**src/rtl/prbs_rx_pkg.sv**
```systemverilog
package prbs_rx_pkg;
  typedef enum logic [1:0] {
    ST_LOAD   = 2'd0,
    ST_VERIFY = 2'd1,
    ST_LOCK   = 2'd2
  } rx_state_e;
endpackage

```
**src/rtl/prbs_rx_lfsr.sv**
```systemverilog
module prbs_rx_lfsr #(
  parameter int MAX_LEN = 32
) (
  input  logic               clk_i,
  input  logic               rst_ni,
  input  logic               en_i,
  input  logic               track_i,   // 1: shift received bit, 0: free-run
  input  logic               rx_bit_i,
  input  logic [MAX_LEN-1:0] taps_i,
  output logic               pred_o
);
  logic [MAX_LEN-1:0] hist_q;

  assign pred_o = ^(hist_q & taps_i);

  always_ff @(posedge clk_i or negedge rst_ni) begin
    if (!rst_ni)   hist_q <= '0;
    else if (en_i) hist_q <= {hist_q[MAX_LEN-2:0], track_i ? rx_bit_i : pred_o};
  end
endmodule

```
**src/rtl/prbs_rx_sync.sv**
```systemverilog
module prbs_rx_sync
  import prbs_rx_pkg::*;
#(
  parameter int MAX_LEN    = 32,
  parameter int WIN        = 64,
  parameter int ERR_LIMIT  = 6,
  parameter int MATCH_NEED = 50,
  localparam int LW = $clog2(MAX_LEN + 1),
  localparam int MW = $clog2(MATCH_NEED + 1),
  localparam int CW = $clog2(WIN + 1)
) (
  input  logic          clk_i,
  input  logic          rst_ni,
  input  logic          en_i,
  input  logic          err_i,
  input  logic [LW-1:0] len_i,
  input  logic          clr_los_i,
  output logic          lock_o,
  output logic          track_o,
  output logic          los_o
);
  rx_state_e      st_q;
  logic [LW-1:0]  ld_cnt_q;
  logic [MW-1:0]  match_q;
  logic [WIN-1:0] win_q;
  logic [CW-1:0]  win_cnt_q;
  logic [CW-1:0]  win_cnt_n;
  logic           loss;

  assign win_cnt_n = win_cnt_q + CW'(err_i) - CW'(win_q[WIN-1]);
  assign loss      = en_i && (st_q == ST_LOCK) && (win_cnt_n >= CW'(ERR_LIMIT));
  assign lock_o    = (st_q == ST_LOCK);
  assign track_o   = (st_q != ST_LOCK);

  always_ff @(posedge clk_i or negedge rst_ni) begin
    if (!rst_ni) begin
      st_q      <= ST_LOAD;
      ld_cnt_q  <= '0;
      match_q   <= '0;
      win_q     <= '0;
      win_cnt_q <= '0;
    end else if (en_i) begin
      unique case (st_q)
        ST_LOAD: begin
          if ({1'b0, ld_cnt_q} + 1'b1 >= {1'b0, len_i}) begin
            st_q    <= ST_VERIFY;
            match_q <= '0;
          end
          ld_cnt_q <= ld_cnt_q + 1'b1;
        end
        ST_VERIFY: begin
          if (err_i) begin
            st_q     <= ST_LOAD;
            ld_cnt_q <= '0;
          end else if (match_q == MW'(MATCH_NEED - 1)) begin
            st_q      <= ST_LOCK;
            win_q     <= '0;
            win_cnt_q <= '0;
          end else begin
            match_q <= match_q + 1'b1;
          end
        end
        default: begin
          if (loss) begin
            st_q     <= ST_LOAD;
            ld_cnt_q <= '0;
          end
          win_q     <= {win_q[WIN-2:0], err_i};
          win_cnt_q <= win_cnt_n;
        end
      endcase
    end
  end

  always_ff @(posedge clk_i or negedge rst_ni) begin
    if (!rst_ni)        los_o <= 1'b0;
    else if (loss)      los_o <= 1'b1;
    else if (clr_los_i) los_o <= 1'b0;
  end
endmodule

```
**src/rtl/prbs_rx_acc.sv**
```systemverilog
module prbs_rx_acc #(
  parameter int W = 48
) (
  input  logic         clk_i,
  input  logic         rst_ni,
  input  logic         inc_i,
  input  logic         latch_i,
  output logic [W-1:0] cnt_o
);
  logic [W-1:0] acc_q;

  always_ff @(posedge clk_i or negedge rst_ni) begin
    if (!rst_ni) begin
      acc_q <= '0;
      cnt_o <= '0;
    end else if (latch_i) begin
      cnt_o <= acc_q;
      acc_q <= W'(inc_i);
    end else if (inc_i && !(&acc_q)) begin
      acc_q <= acc_q + 1'b1;
    end
  end
endmodule

```
**src/rtl/prbs_rx.sv**
```systemverilog
module prbs_rx #(
  parameter int MAX_LEN    = 32,
  parameter int CNT_W      = 48,
  parameter int WIN        = 64,
  parameter int ERR_LIMIT  = 6,
  parameter int MATCH_NEED = 50,
  localparam int LW = $clog2(MAX_LEN + 1)
) (
  input  logic               clk_i,
  input  logic               rst_ni,
  input  logic               en_i,
  input  logic               data_i,
  input  logic [MAX_LEN-1:0] taps_i,
  input  logic [LW-1:0]      len_i,
  input  logic               lc_i,
  output logic               sync_o,
  output logic               los_o,
  output logic [CNT_W-1:0]   bit_cnt_o,
  output logic [CNT_W-1:0]   err_cnt_o
);
  logic pred, err_bit, track, lock, lc_q, lc_tog;
  logic [1:0] inc;
  logic [1:0][CNT_W-1:0] cnt;

  always_ff @(posedge clk_i or negedge rst_ni) begin
    if (!rst_ni) lc_q <= 1'b0;
    else         lc_q <= lc_i;
  end
  assign lc_tog  = lc_i ^ lc_q;
  assign err_bit = data_i ^ pred;

  prbs_rx_lfsr #(.MAX_LEN(MAX_LEN)) u_lfsr (
    .clk_i, .rst_ni, .en_i,
    .track_i(track), .rx_bit_i(data_i), .taps_i, .pred_o(pred)
  );

  prbs_rx_sync #(
    .MAX_LEN(MAX_LEN), .WIN(WIN), .ERR_LIMIT(ERR_LIMIT), .MATCH_NEED(MATCH_NEED)
  ) u_sync (
    .clk_i, .rst_ni, .en_i, .err_i(err_bit), .len_i, .clr_los_i(lc_tog),
    .lock_o(lock), .track_o(track), .los_o
  );

  assign inc[0] = en_i;
  assign inc[1] = en_i & lock & err_bit;

  for (genvar g = 0; g < 2; g++) begin : g_acc
    prbs_rx_acc #(.W(CNT_W)) u_acc (
      .clk_i, .rst_ni, .inc_i(inc[g]), .latch_i(lc_tog), .cnt_o(cnt[g])
    );
  end

  assign sync_o    = lock;
  assign bit_cnt_o = cnt[0];
  assign err_cnt_o = cnt[1];
endmodule

```
**config.mk**
```make
export PLATFORM = sky130hd
export DESIGN_NAME = prbs_rx
export DESIGN_NICKNAME = d
export VERILOG_FILES = /design/src/rtl/prbs_rx_pkg.sv /design/src/rtl/prbs_rx_lfsr.sv /design/src/rtl/prbs_rx_sync.sv /design/src/rtl/prbs_rx_acc.sv /design/src/rtl/prbs_rx.sv
export SDC_FILE = /design/constraint.sdc
export NUM_CORES = 1
export LEC_CHECK = 0
export BUFFER_PORTS_ARGS = -buffer_cell sky130_fd_sc_hd__buf_2
export CAP_MARGIN = 20
export CORE_AREA = 2 2 187 189
export CTS_CLUSTER_DIAMETER = 50
export DETAILED_ROUTE_END_ITERATION = 10
export DIE_AREA = 0 0 189 191
export SYNTH_ARGS = -nofsm -noshare
export SYNTH_HDL_FRONTEND = slang
export SYNTH_SLANG_ARGS = --single-unit
export TNS_END_PERCENT = 1
```
**constraint.sdc**
```tcl
create_clock -name clk_i -period 3.6 [get_ports clk_i]
set_clock_uncertainty 0.05 [all_clocks]
set_input_delay 0.72 -clock clk_i [delete_from_list [all_inputs] [get_ports clk_i]]
set_output_delay 0.72 -clock clk_i [all_outputs]
set_load 0.005 [all_outputs]
```
# Yosys cells after proc, flatten, opt, wreduce, memory -nomap -nowiden
# Cells that the tools add are included.
# totals
ff_bits	311
latch_bits	0
mem_bits_rw	0
romBits	0
out_inout_bits	98
elab_cells	81
memories	0
# op_classes
add_sub_neg	7
n_mul	0
div	0
magnitude_cmp	2
eq_ne	10
n_shift	0
muxes	25
bitwise_logic	6
reduce_logical	19
# ops
cell	n
2-to-1 mux 48 bit	4
2-to-1 mux 64 bit	2
one-hot mux 64 bit (2 select lines)	1
adder 48 x 1 -> 48 bit (second input constant)	2
AND reduction 48 bit	2
bitwise AND 32 bit	1
XOR reduction 32 bit	1
2-to-1 mux 6 bit	5
one-hot mux 6 bit (2 select lines)	2
2-to-1 mux 7 bit	2
one-hot mux 7 bit (2 select lines)	1
adder 6 x 1 -> 6 bit (second input constant)	2
2-to-1 mux 2 bit	4
inequality test 2 bit (second input constant)	4
AND reduction 4 bit	2
nonzero test 2 bit	4
adder 6 x 1 -> 7 bit (second input constant)	1
adder 7 x 1 -> 7 bit	1
greater-or-equal comparator 7 x 3 -> 1 bit (second input constant)	1
greater-or-equal comparator 7 x 6 -> 1 bit	1
subtractor 7 x 1 -> 7 bit	1
== test 6 bit (second input constant)	1
AND reduction 5 bit	1
logical AND 1 bit	4
13 further kinds	19

# Logic depth before layout (Yosys ltp)
# Gate-level depths: netlist of run 1.
# depth
word_depth	9
mapped_depth	20
ltp_nobuf	19

# Modules after synthesis
# Synthesis of run 1 repeated with hierarchy kept, for this count alone.
# unflattened
cells_unflattened	1332
hier_area_um2	14880.5
# by_module_without_submodules
mod	instances	cells_each	area_each_um2	seq_area_each_um2
prbs_rx_acc	2	426	4624.4	2402.3
prbs_rx_sync	1	342	4002.6	2152.1
prbs_rx_lfsr	1	134	1580.3	800.8
prbs_rx	1	4	48.8	25.0

# Least setup slack after synthesis of run 1
# OpenSTA, ideal clock, no wires.
# synth_path
path_kind	input to register
start	input port taps_i[17]
end	register u_sync.ld_cnt_q[0]
arrival_ns	4.049
required_time_ns	3.425
slack_ns	-0.624
cell_stages	20
path_buffers	1
cell_sequence	nand2_1 xor2_1 xnor2_1 xnor2_1 xnor2_1 xnor3_1 clkinv_2 buf_2 ha_1 inv_1 fa_1 inv_1 a21o_1 a21oi_1 o21bai_1 a21oi_1 xnor2_1 a31oi_1 o21ai_0 mux2_2
# synth_via
elab_chain_cells	9
elab_cells_between_ends	10
# synth_lines
item	line_no	text
start, declared	prbs_rx.sv:13	input logic [MAX_LEN-1:0] taps_i,
bitwise AND 32 bit *	prbs_rx_lfsr.sv:14	assign pred_o = ^(hist_q & taps_i);
XOR reduction 32 bit *	prbs_rx_lfsr.sv:14	
XOR 1 bit *	prbs_rx.sv:30	assign err_bit = data_i ^ pred;
adder 7 x 1 -> 7 bit	prbs_rx_sync.sv:30	assign win_cnt_n = win_cnt_q + CW'(err_i) - CW'(win_q[WIN-1]);
subtractor 7 x 1 -> 7 bit	prbs_rx_sync.sv:30	
greater-or-equal comparator 7 x 3 -> 1 bit	prbs_rx_sync.sv:31	assign loss = en_i && (st_q == ST_LOCK) && (win_cnt_n >= CW'(ERR_LIMIT));
logical AND 1 bit	prbs_rx_sync.sv:31	
nonzero test 3 bit (no line)	--	
AND reduction 3 bit (no line) *	--	
end signal, assigned	prbs_rx_sync.sv:49	ld_cnt_q <= ld_cnt_q + 1'b1;
end, declared	prbs_rx_sync.sv:23	logic [LW-1:0] ld_cnt_q;
# Every way passes the cells marked *; elsewhere a longest branch is shown, timed or not.
# A chain may end at the register's enable or synchronous reset.

# Final worst setup path of run 1
# layout_path
start	register u_lfsr.hist_q[14]
end	register u_sync.ld_cnt_q[0]
# layout_via
elab_chain_cells	9
elab_cells_between_ends	10
# layout_lines
item	line_no	text
start, declared	prbs_rx_lfsr.sv:12	logic [MAX_LEN-1:0] hist_q;
start signal, assigned	prbs_rx_lfsr.sv:18	else if (en_i) hist_q <= {hist_q[MAX_LEN-2:0], track_i ? rx_bit_i : pred_o};
bitwise AND 32 bit *	prbs_rx_lfsr.sv:14	
XOR reduction 32 bit *	prbs_rx_lfsr.sv:14	
XOR 1 bit *	prbs_rx.sv:30	
adder 7 x 1 -> 7 bit	prbs_rx_sync.sv:30	
subtractor 7 x 1 -> 7 bit	prbs_rx_sync.sv:30	
greater-or-equal comparator 7 x 3 -> 1 bit	prbs_rx_sync.sv:31	
logical AND 1 bit	prbs_rx_sync.sv:31	
nonzero test 3 bit (no line)	--	
AND reduction 3 bit (no line) *	--	
# Marks and branches as above.

==> metrics.yaml, run 1 <==
placement:
  dp_worst_setup_slack_ps: -459
  numPortBuffers: 140
  globalplace.congestion: 0.787
  place.detailed.hpwl_um: 19900
floorplanning:
  die_y_um: 191
  number_of_top_level_pins: 141
  dieArea_um2: 36100
  initial_utilization_pct: 40.5
  die_x_um: 189
  core_region_area_um2: 34100
  placementRows: 68
logic_synthesis:
  synth.ff_latch_count: 311
  syn_area_per_cell_um2: 10.1
  synth_edf_count: 0
  synthesis.yosys.warnings: 0
  netlist_top_cells_area: "dfrtp_1 (56%), nand2_1 (9.1%), a22o_1 (4.5%), xnor2_1 (3.0%), xor2_1 (3.0%)"
  synth_sequential_area_ratio_pct: 56.3
  synth.largest_area_cell: "dfrtp_1"
  post-synth-top-count-cell: "nand2_1"
  postSynthCellCount: 1366
  ys_dominant_reg_cell: "dfrtp_1"
  synth_commonest_cells: "nand2_1 (334), dfrtp_1 (311), nor2_1 (76), a22o_1 (71), a21oi_1 (53)"
  synth_area_um2: 13800
  synth_top_area_share_pct: 56.3
  postSynth.asyncResetShare_pct: 100
  synth.lib_cells_used.distinct: 51
  syn_nets: 1428
global_route:
  grt_first_pass_wirelength_um: 51200
  grt_max_degree: 108
  grt_overflow: 0
  track_usage_pct: 17.1
  vias_in_the_first_global_route: 9965
  initial_antenna_violation_count: 0
sta:
  fin_setup_tns_ps: -25.7
  timing.final.max_slew_violations: 0
  finalHoldViolations: 0
  period_share_pct: 101
  finalWorstSetupSlack_ps: -25.7
  timing.slew.headroom_pct: 32.6
  final_period_minus_worst_setup_slack_ps: 3630
  worst_pin_slew_ps: 1010
  rsz_0062_raised_after_global_routing: "true"
  finalSetupViolations: 1
  hold_slack_ps: 186
  maximum_clock_rate_ghz: 0.276
clock_network:
  htreeDepth: 2
  clock_latency_ps: 520
  ctsRootBufferMaster: "clkbuf_16"
  cts_tree: "done"
  clock-sinks: 311
  holdBufCountCts: 0
  clk_pin_slew_worst_paths_ps: 50
  clockBufferDepth: 3
  cts_made_buffers: 41
route:
  totalWireLength_um: 30200
  metal1_wirelength_um: 14800
  avg_vias_per_cell: 5.09
  dr.first_iter.drc_count: 790
  postRouteAntennaNets: 0
  drt_pre_antenna_iters: 5
  met3WireLength_um: 1360
  detail_route.drc_violations: 0
  detailroute.via_count: 10256
  dr.max_layer_used: "met4"
  wl_met2_um: 13500
  wl_per_cell_um: 15.0
final_layout:
  flow.area_growth_from_synthesis_pct: 21.2
  final_net_count: 1594
  layout-drive-gt1-share_pct: 20.7
  antenna-diode-count: 0
power:
  pwr_density_cell_nw_per_um2: 733
  peakVddDrop_mv: 2.08
  static-leakage-power_nw: 8.19
critical_path:
  r2r-start: "u_lfsr.hist_q[14]$_DFFE_PN0P_"
  cp_data_arrival_time_ps: 3970
  critical_path.endpoint_type: "flop"
  crit_fanout: 6
  crit_path_start_kind: "flop"
  cp_data_required_time_ps: 3950
  timing.reg2reg.worst_path_depth: 20
  r2r_endpoint: "u_sync.ld_cnt_q[0]$_DFFE_PN0P_"
  setup.worst_path.class: "reg2reg"
  worst-r2r-setup-slack_ps: -30
worst_hold_path:
  min_path_type: "in2async"
job:
  max-cap-violations: 0
outcome:
  status: "finished with violations"
  failed_checks: "negative setup slack"
worst max-delay path, cell delays in order, from the launching register on:
cell	delay [ps]
dfrtp_1	410
nand2_1	80
xor2_1	170
xnor2_1	160
xnor2_1	160
xnor2_1	140
buf_4	140
xnor3_2	360
inv_4	80
ha_4	130
inv_2	30
fa_2	340
inv_2	50
a21o_1	110
a21oi_2	60
o21bai_1	120
a21oi_1	90
xnor2_1	150
a31oi_2	270
o21ai_4	110
mux2_4	280
per-stage QoR:
stage                     cell area, µm²  utilization (%)  power (W)  instances
after detailed placement           15400             45.1    0.00809       1938
final                              16800             49.1     0.0123       2015
after global placement             15400             45.1    0.00802       1938
after floorplan                    13900                -    0.00676       1366
after CTS                          16700             49.0     0.0122       2013
after global routing               16800             49.1     0.0131       2015
worst max path at each step:
stage,from,depth (start not counted),slack [ps],to
2_1_floorplan,taps_i[5],20,-320,u_sync.ld_cnt_q[0]$_DFFE_PN0P_
5_1_grt,u_lfsr.hist_q[14]$_DFFE_PN0P_,20,-270,u_sync.ld_cnt_q[0]$_DFFE_PN0P_
4_1_cts,u_lfsr.hist_q[17]$_DFFE_PN0P_,19,-70,u_sync.ld_cnt_q[0]$_DFFE_PN0P_
3_3_place_gp,taps_i[14],21,-450,u_sync.ld_cnt_q[0]$_DFFE_PN0P_
6_report,u_lfsr.hist_q[14]$_DFFE_PN0P_,20,-30,u_sync.ld_cnt_q[0]$_DFFE_PN0P_
3_5_place_dp,taps_i[14],21,-460,u_sync.ld_cnt_q[0]$_DFFE_PN0P_
sequential cells by signal, summed over array words and instances (netlist names):
name,cells
u_lfsr.hist_q,32
g_acc.u_acc.acc_q,96
u_sync.st_q,2
u_sync.match_q,6
g_acc.u_acc.cnt_o,96
u_sync.win_q,64
u_sync.ld_cnt_q,6
u_sync.win_cnt_q,7
lc_q,1
u_sync.los_o,1
power by group:
group	leakage [nW]	switching [W]	internal, W	total (W)
combinational	3.30	0.00234	0.00196	0.00430
sequential	4.26	0.000316	0.00380	0.00412
clock	0.628	0.00154	0.00234	0.00387
total	8.19	0.00419	0.00810	0.0123
logic make-up after synthesis:
kind of cell	count (synthesis)	share of synthesized area (%)
AOI/OAI and AO/OA	218	10.7
xor gates and xnor gates	95	6.12
adders and majority gates	19	1.77
buffers and inverters	102	3.00
DFF	311	56.3
muxes	35	2.82
and+or+nand+nor	586	19.3
metal layers:
| metal | global-route usage, % | vias to the layer above |
|---|---|---|
| li1 | - | 5035 |
| met1 | 25.2 | 4997 |
| met2 | 25.8 | 185 |
| met3 | 3.25 | 39 |
| met4 | 4.39 | 0 |
| met5 | 0 | - |
layout by cell type, fill, tap and decap left out, drive strengths merged, types with 3 or more instances in the layout:
master and n:
a21o 9, a21oi 53, a22o 71, and2 6, and3 18, and4 8
buf 188, clkbuf 50, clkinv 10, clkinvlp 6, dfrtp 311, ha 18
inv 40, mux2 32, mux2i 3, nand2 334, nand3 45, nand4 31
nor2 76, nor3 13, nor4 4, o21ai 49, o2bb2ai 4, o31ai 19
or3 26, or4 19, xnor2 47, xor2 47
cell type report:
type	count	area [µm²]
clock buffers	50	1100
clock inverters	21	204
fillers	3135	17400
inverters	37	141
multi-input cells	953	5770
flip-flops and latches	311	7780
well taps	455	569
repair buffers	188	1180
timing repair:
item,CTS,global route
setup buffers,4,2
pin swaps,14,10
setup endpoints to repair,6,8
gates resized for setup,3,7
Power figures use the tool's default switching activity.
==> inputs of run 2 (changes only) <==
Settings changed: RECOVER_POWER from default to 50.
==> run 2 against run 1 <==
  * The run ends with max-capacitance violations, max-slew violations, negative setup slack left
  * Flip-flop and latch count unchanged
  * Routed wire length is 0.12% higher
  * Register-to-register slack hardly changed
  * Critical path type unchanged
  * Largest cell class unchanged
==> metrics.yaml, run 2 (same netlist as run 1, synthesis figures left out) <==
critical_path:
  timing.critical_path.cells: "nand2_1 > xor2_1 > xnor2_1 > xnor2_1 > xnor2_1 > buf_4 > xnor3_2 > inv_4 > ha_4 > inv_2 > fa_2 > inv_2 > a21o_1 > a21oi_2 > o21bai_1 > a21oi_1 > xnor2_1 > a31oi_2 > o21ai_4 > mux2_4"
  timing.reg2reg.worst_path_depth: 20
  r2r_endpoint: "u_sync.ld_cnt_q[0]$_DFFE_PN0P_"
  timing.critical_path.mode_cell: "xnor2_1"
  timing.critical_path.buf_inv: 4
  crit_path_start_kind: "flop"
  cp_top_family: "XOR/XNOR gates"
  critical_path.max_stage_delay_ps: 410
  cp_data_arrival_time_ps: 3970
  worst-r2r-setup-slack_ps: -20
  cp_data_required_time_ps: 3950
  r2r-start: "u_lfsr.hist_q[14]$_DFFE_PN0P_"
  crit_fanout: 6
  crit_path_top_delay_cell: "dfrtp_1"
  critical_path.endpoint_type: "flop"
  timing.critical_path.from: "u_lfsr.hist_q[14]$_DFFE_PN0P_"
  setup.worst_path.class: "reg2reg"
power:
  p_int_w: 0.00809
  static-leakage-power_nw: 8.16
  comb_power_share_pct: 34.9
  pwr_density_cell_nw_per_um2: 736
  netSwitchingPower_w: 0.00419
  peakVddDrop_mv: 2.08
  pwr-share-clk_pct: 31.6
  switching_share_pct: 34.1
  power.sequential.fraction_pct: 33.5
  total_power_w: 0.0123
clock_network:
  cts_made_buffers: 41
  clk_pin_slew_worst_paths_ps: 60
  clock_latency_ps: 520
  cts_tree: "done"
  holdBufCountCts: 0
  htreeDepth: 2
  clockBufferDepth: 3
  clock-sinks: 311
  ctsRootBufferMaster: "clkbuf_16"
global_route:
  grt_overflow: 0
  grt_first_pass_wirelength_um: 51200
  vias_in_the_first_global_route: 9965
  grt_max_degree: 108
  track_usage_pct: 17.1
  initial_antenna_violation_count: 0
sta:
  finalHoldViolations: 0
  rsz_0062_raised_after_global_routing: "true"
  maximum_clock_rate_ghz: 0.276
  worst_pin_slew_ps: 2260
  period_share_pct: 101
  final_period_minus_worst_setup_slack_ps: 3620
  timing.final.max_slew_violations: 92
  finalWorstSetupSlack_ps: -24.8
  timing.slew.headroom_pct: -50.6
  finalSetupViolations: 1
final_layout:
  biggestRegsByFlops: "g_acc.u_acc.acc_q x96, g_acc.u_acc.cnt_o x96, u_sync.win_q x64"
  flow.area_growth_from_synthesis_pct: 20.7
  final_core_util_pct: 48.9
  mostFrequentLayoutCell: "nand2_1"
  layout-drive-gt1-share_pct: 20.6
  most-common-layout-cells: "nand2_1 (324), dfrtp_1 (310), buf_2 (138), nor2_1 (75), a22o_1 (71)"
  antenna-diode-count: 0
  final_net_count: 1594
route:
  totalWireLength_um: 30200
  detail_route.drc_violations: 0
  wl_per_cell_um: 15.0
  avg_vias_per_cell: 5.11
  drt_pre_antenna_iters: 4
  detailroute.via_count: 10287
  postRouteAntennaNets: 0
  dr.first_iter.drc_count: 787
outcome:
  failed_checks: "max-capacitance violations, max-slew violations, negative setup slack"
  status: "finished with violations"
placement:
  globalplace.congestion: 0.787
  numPortBuffers: 140
  place.detailed.hpwl_um: 19900
floorplanning:
  die_y_um: 191
  number_of_top_level_pins: 141
  die_x_um: 189
  initial_utilization_pct: 40.5
  dieArea_um2: 36100
  core_region_area_um2: 34100
  placementRows: 68
worst_hold_path:
  min_path_type: "reg2reg"
  hold_path_startpoint: "g_acc[1].u_acc.cnt_o[31]$_DFFE_PN0N_"
  min_delay_path_depth: 2
  worstHoldEndpoint: "g_acc[1].u_acc.cnt_o[31]$_DFFE_PN0N_"
job:
  max-cap-violations: 1
-- run 2: power by group through the flow --
stage	clock [W]	combinational [W]	sequential, W
floorplan	0	0.00271	0.00405
global placement	0	0.00384	0.00418
detailed placement	0	0.00392	0.00417
CTS	0.00399	0.00408	0.00412
global route	0.00416	0.00472	0.00416
finish	0.00387	0.00428	0.00412
-- run 2: layer usage --
| layer | up-vias | GRT usage [%] | share of wire [%] |
|---|---|---|---|
| met4 | 0 | 4.39 | 1.7 |
| met1 | 5037 | 25.2 | 49 |
| met3 | 35 | 3.25 | 4.4 |
| met2 | 178 | 25.8 | 45 |
| li1 | 5037 | - | - |
| met5 | - | 0 | 0 |
-- run 2: worst max-delay path by stage --
stage,to,slack (ps),depth (start not counted)
after global placement,u_sync.ld_cnt_q[0]$_DFFE_PN0P_,-450,21
after floorplan,u_sync.ld_cnt_q[0]$_DFFE_PN0P_,-320,20
final,u_sync.ld_cnt_q[0]$_DFFE_PN0P_,-20,20
after CTS,u_sync.ld_cnt_q[0]$_DFFE_PN0P_,-70,19
after global routing,u_sync.ld_cnt_q[0]$_DFFE_PN0P_,-270,20
after detailed placement,u_sync.ld_cnt_q[0]$_DFFE_PN0P_,-460,21
-- run 2: stage by stage --
| step | std cells | instance area, µm² | TNS [ps] | hold WS, ps | worst slack, ps |
|---|---|---|---|---|---|
| 3_3_place_gp | 1938 | 15400 | -2880 | 395 | -453 |
| 3_5_place_dp | 1938 | 15400 | -2970 | 401 | -459 |
| 2_1_floorplan | 1366 | 13900 | -1600 | 374 | -315 |
| 4_1_cts | 2013 | 16700 | -118 | 201 | -72.6 |
| 5_1_grt | 2015 | 16700 | -16530 | 405 | -273 |
| 6_report | 2015 | 16700 | -24.8 | 407 | -24.8 |
-- run 2: area by class of cell --
type,count,area (µm²)
sequential,311,7780
tap,455,569
fill,3147,17400
clock buffer,50,1100
clock inverter,21,204
multi-input combinational,953,5770
inverter,37,141
timing repair buffer,188,1110
-- run 2: tightest hold or removal path, cell delays in order (launching register included) --
cell     delay, ps
dfrtp_1        330
nand2_1         50
nand2_1         40
-- run 2: repair_timing --
| item | 4_1_cts | 5_1_grt |
|---|---|---|
| endpoints found under the setup margin | 6 | 8 |
| pin swaps | 14 | 10 |
| setup buffers | 4 | 2 |
| gates resized for setup | 3 | 7 |
==> inputs of run 3 (changes only) <==
Settings changed: ABC_AREA from default to 1, CORE_AREA 2 2 187 189 to 2 2 203 205, DIE_AREA 0 0 189 191 to 0 0 205 207.
==> run 3 against run 2 <==
  * The run ends with max-capacitance violations, max-slew violations left
  * Register-to-register slack gained 210 ps
  * Global-route usage grew 3.5 points
  * Highest routed layer unchanged
  * Fmax grew 6.2%
  * Count of clock-buffer cells in the layout grew 4
  * Final cell count grew 42%
  * Largest cell class unchanged
==> metrics.yaml, run 3 <==
sta:
  hold_slack_ps: 260
  maximum_clock_rate_ghz: 0.293
  finalSetupViolations: 0
  period_share_pct: 94.9
  timing.final.max_slew_violations: 77
  timing.slew.headroom_pct: -45.0
  rsz_0062_raised_after_global_routing: "true"
  worst_pin_slew_ps: 2180
  final_period_minus_worst_setup_slack_ps: 3410
  finalHoldViolations: 0
logic_synthesis:
  synth_commonest_cells: "nand2_1 (805), dfrtp_1 (311), nor2_1 (167), o21ai_0 (164), inv_1 (160)"
  synthMuxAreaShare_pct: 0
  synthesis.yosys.warnings: 0
  synth.lib_cells_used.distinct: 43
  synth_xor_xnor_area_share_pct: 4.40
  synth.ff_latch_count: 311
  synth_top_family_by_area: "simple AND/OR/NAND/NOR gates"
  syn_nets: 2216
  postSynth.asyncResetShare_pct: 100
  synthSimpleGateAreaFrac_pct: 32.0
  post-synth-top-count-cell: "nand2_1"
  synth_sequential_area_ratio_pct: 47.7
  yosys.area_share.adder_pct: 1.50
  ys_dominant_reg_cell: "dfrtp_1"
  synth_edf_count: 0
  syn_area_per_cell_um2: 7.58
  synth-compound-area-share_pct: 7.71
  synth_area_um2: 16300
  netlist_top_cells_area: "dfrtp_1 (48%), nand2_1 (19%), o21ai_0 (5.0%), nand3_1 (4.0%), xor2_1 (4.0%)"
  postSynthCellCount: 2154
  synth_top_area_share_pct: 47.7
  synth.largest_area_cell: "dfrtp_1"
clock_network:
  cts_made_buffers: 40
  clk_pin_slew_worst_paths_ps: 60
  htreeDepth: 2
  clock-sinks: 311
  clock_latency_ps: 550
  clockBufferDepth: 3
  ctsRootBufferMaster: "clkbuf_16"
  cts_tree: "done"
final_layout:
  mostFrequentLayoutCell: "nand2_1"
  finalNonFillerCells: 2856
  final_net_count: 2355
  biggestRegsByFlops: "g_acc.u_acc.acc_q x96, g_acc.u_acc.cnt_o x96, u_sync.win_q x64"
  most-common-layout-cells: "nand2_1 (767), dfrtp_1 (311), nor2_1 (166), o21ai_0 (164), inv_1 (155)"
  antenna-diode-count: 0
  flow.area_growth_from_synthesis_pct: 17.5
  layout-drive-gt1-share_pct: 14.7
route:
  detail_route.drc_violations: 0
  wl_per_cell_um: 15.3
  drt_pre_antenna_iters: 5
  avg_vias_per_cell: 5.02
  dr.first_iter.drc_count: 963
  postRouteAntennaNets: 0
  detailroute.via_count: 14332
  totalWireLength_um: 43600
placement:
  dp_cells: 2770
  globalplace.congestion: 0.911
  numPortBuffers: 140
  place.detailed.hpwl_um: 30500
critical_path:
  critical_path.max_stage_delay_ps: 410
  timing.critical_path.mode_cell: "nand2_1"
  setup.worst_path.class: "reg2reg"
  crit_fanout: 8
  cp_data_arrival_time_ps: 3840
  cp_data_required_time_ps: 4020
  critical_path.endpoint_type: "flop"
  crit_path_start_kind: "flop"
  crit_path_top_delay_cell: "dfrtp_1"
floorplanning:
  number_of_top_level_pins: 141
  dieArea_um2: 42400
  die_x_um: 205
  initial_utilization_pct: 40.5
  core_region_area_um2: 40400
  placementRows: 74
  die_y_um: 207
power:
  peakVddDrop_mv: 0.297
  static-leakage-power_nw: 9.16
  pwr_density_cell_nw_per_um2: 540
global_route:
  track_usage_pct: 20.6
  grt_overflow: 0
  grt_max_degree: 155
  vias_in_the_first_global_route: 13906
  grt_first_pass_wirelength_um: 71400
  initial_antenna_violation_count: 0
worst_hold_path:
  min_path_type: "in2reg"
outcome:
  failed_checks: "max-capacitance violations, max-slew violations"
  status: "finished with violations"
job:
  max-cap-violations: 1
-- run 3: changes by cell type in the layout (fill, tap and decap cells not counted), moves of 39 or more --
cell     delta
a21oi_1    -40
inv_1     +122
xnor2_1    -39
nor2_1     +91
o21ai_0   +122
nand2_1   +443
nand3_1    +85
nor3_1     +41
a22o_1     -71
-- run 3: layout make-up --
class | instances | area (µm²)
Sequential cell | 311 | 7780
Clock inverter | 19 | 213
Timing Repair Buffer | 183 | 1090
Tap cell | 532 | 666
Multi-Input combinational cell | 1589 | 7670
Fill cell | 4050 | 21200
Inverter | 168 | 631
Clock buffer | 54 | 1140
-- run 3: per-stage QoR --
stage	util (%)	setup TNS, ps	setup WS [ps]	power [W]	instance area [µm²]
final	47.5	0	185	0.0104	19200
after global routing	47.5	-421	-64.2	0.0110	19200
after CTS	47.0	0	70.6	0.0103	19000
after detailed placement	43.6	-3020	-398	0.00617	17600
after global placement	43.6	-2010	-278	0.00610	17600
after floorplan	-	0	28.3	0.00554	16300
-- run 3: power by group --
group	internal (W)	total [W]	switching (W)	leakage, nW
logic	0.000816	0.00209	0.00128	4.34
registers	0.00390	0.00418	0.000281	4.15
clock network	0.00248	0.00408	0.00160	0.671
total	0.00719	0.0104	0.00316	9.16
-- run 3: cells by family after synthesis --
logic type / Yosys count
AO/OA/AOI/OAI: 241
XOR/XNOR: 82
flip-flops: 311
AND/OR/NAND/NOR: 1247
buffers and inverters: 254
adder cells (fa/ha/maj): 19
-- run 3: repair_timing --
| action | in CTS | in global routing |
|---|---|---|
| pin swaps | 0 | 22 |
| setup buffers | 0 | 13 |
| setup endpoints to repair | 5 | 9 |
| hold buffers | 0 | 0 |
| resized for setup | 1 | 59 |
-- run 3: worst paths after layout --
check | startpoint | end | slack (ps) | cells after the start
min in group asynchronous | rst_ni | u_lfsr.hist_q[29]$_DFFE_PN0P_ | 750 | 1
worst min register to register | g_acc[0].u_acc.cnt_o[41]$_DFFE_PN0N_ | g_acc[0].u_acc.cnt_o[41]$_DFFE_PN0N_ | 430 | 2
worst max register to register | u_lfsr.hist_q[0]$_DFFE_PN0P_ | u_sync.ld_cnt_q[5]$_DFFE_PN0P_ | 190 | 29
worst max-delay path | u_lfsr.hist_q[0]$_DFFE_PN0P_ | u_sync.ld_cnt_q[5]$_DFFE_PN0P_ | 190 | 29
max in group asynchronous | rst_ni | g_acc[0].u_acc.cnt_o[40]$_DFFE_PN0N_ | 600 | 2
worst min-delay path | lc_i | lc_q$_DFF_PN0_ | 260 | 1
-- run 3: critical path: cells and delay by family, from the launching register on --
| kind | cells | cell delay [ps] |
|---|---|---|
| AO/OA/AOI/OAI | 2 | 220 |
| buffers and inverters | 4 | 190 |
| XOR/XNOR | 1 | 200 |
| AND/OR/NAND/NOR | 20 | 1760 |
| flip-flops | 1 | 410 |
| adder cells (fa/ha/maj) | 2 | 480 |
-- run 3: layer usage --
metal / GRT usage (%) / part of all wire, %
met5: 0 / 0
met1: 28.6 / 47
met4: 6.43 / 2.9
met3: 3.65 / 4.0
met2: 32.9 / 46
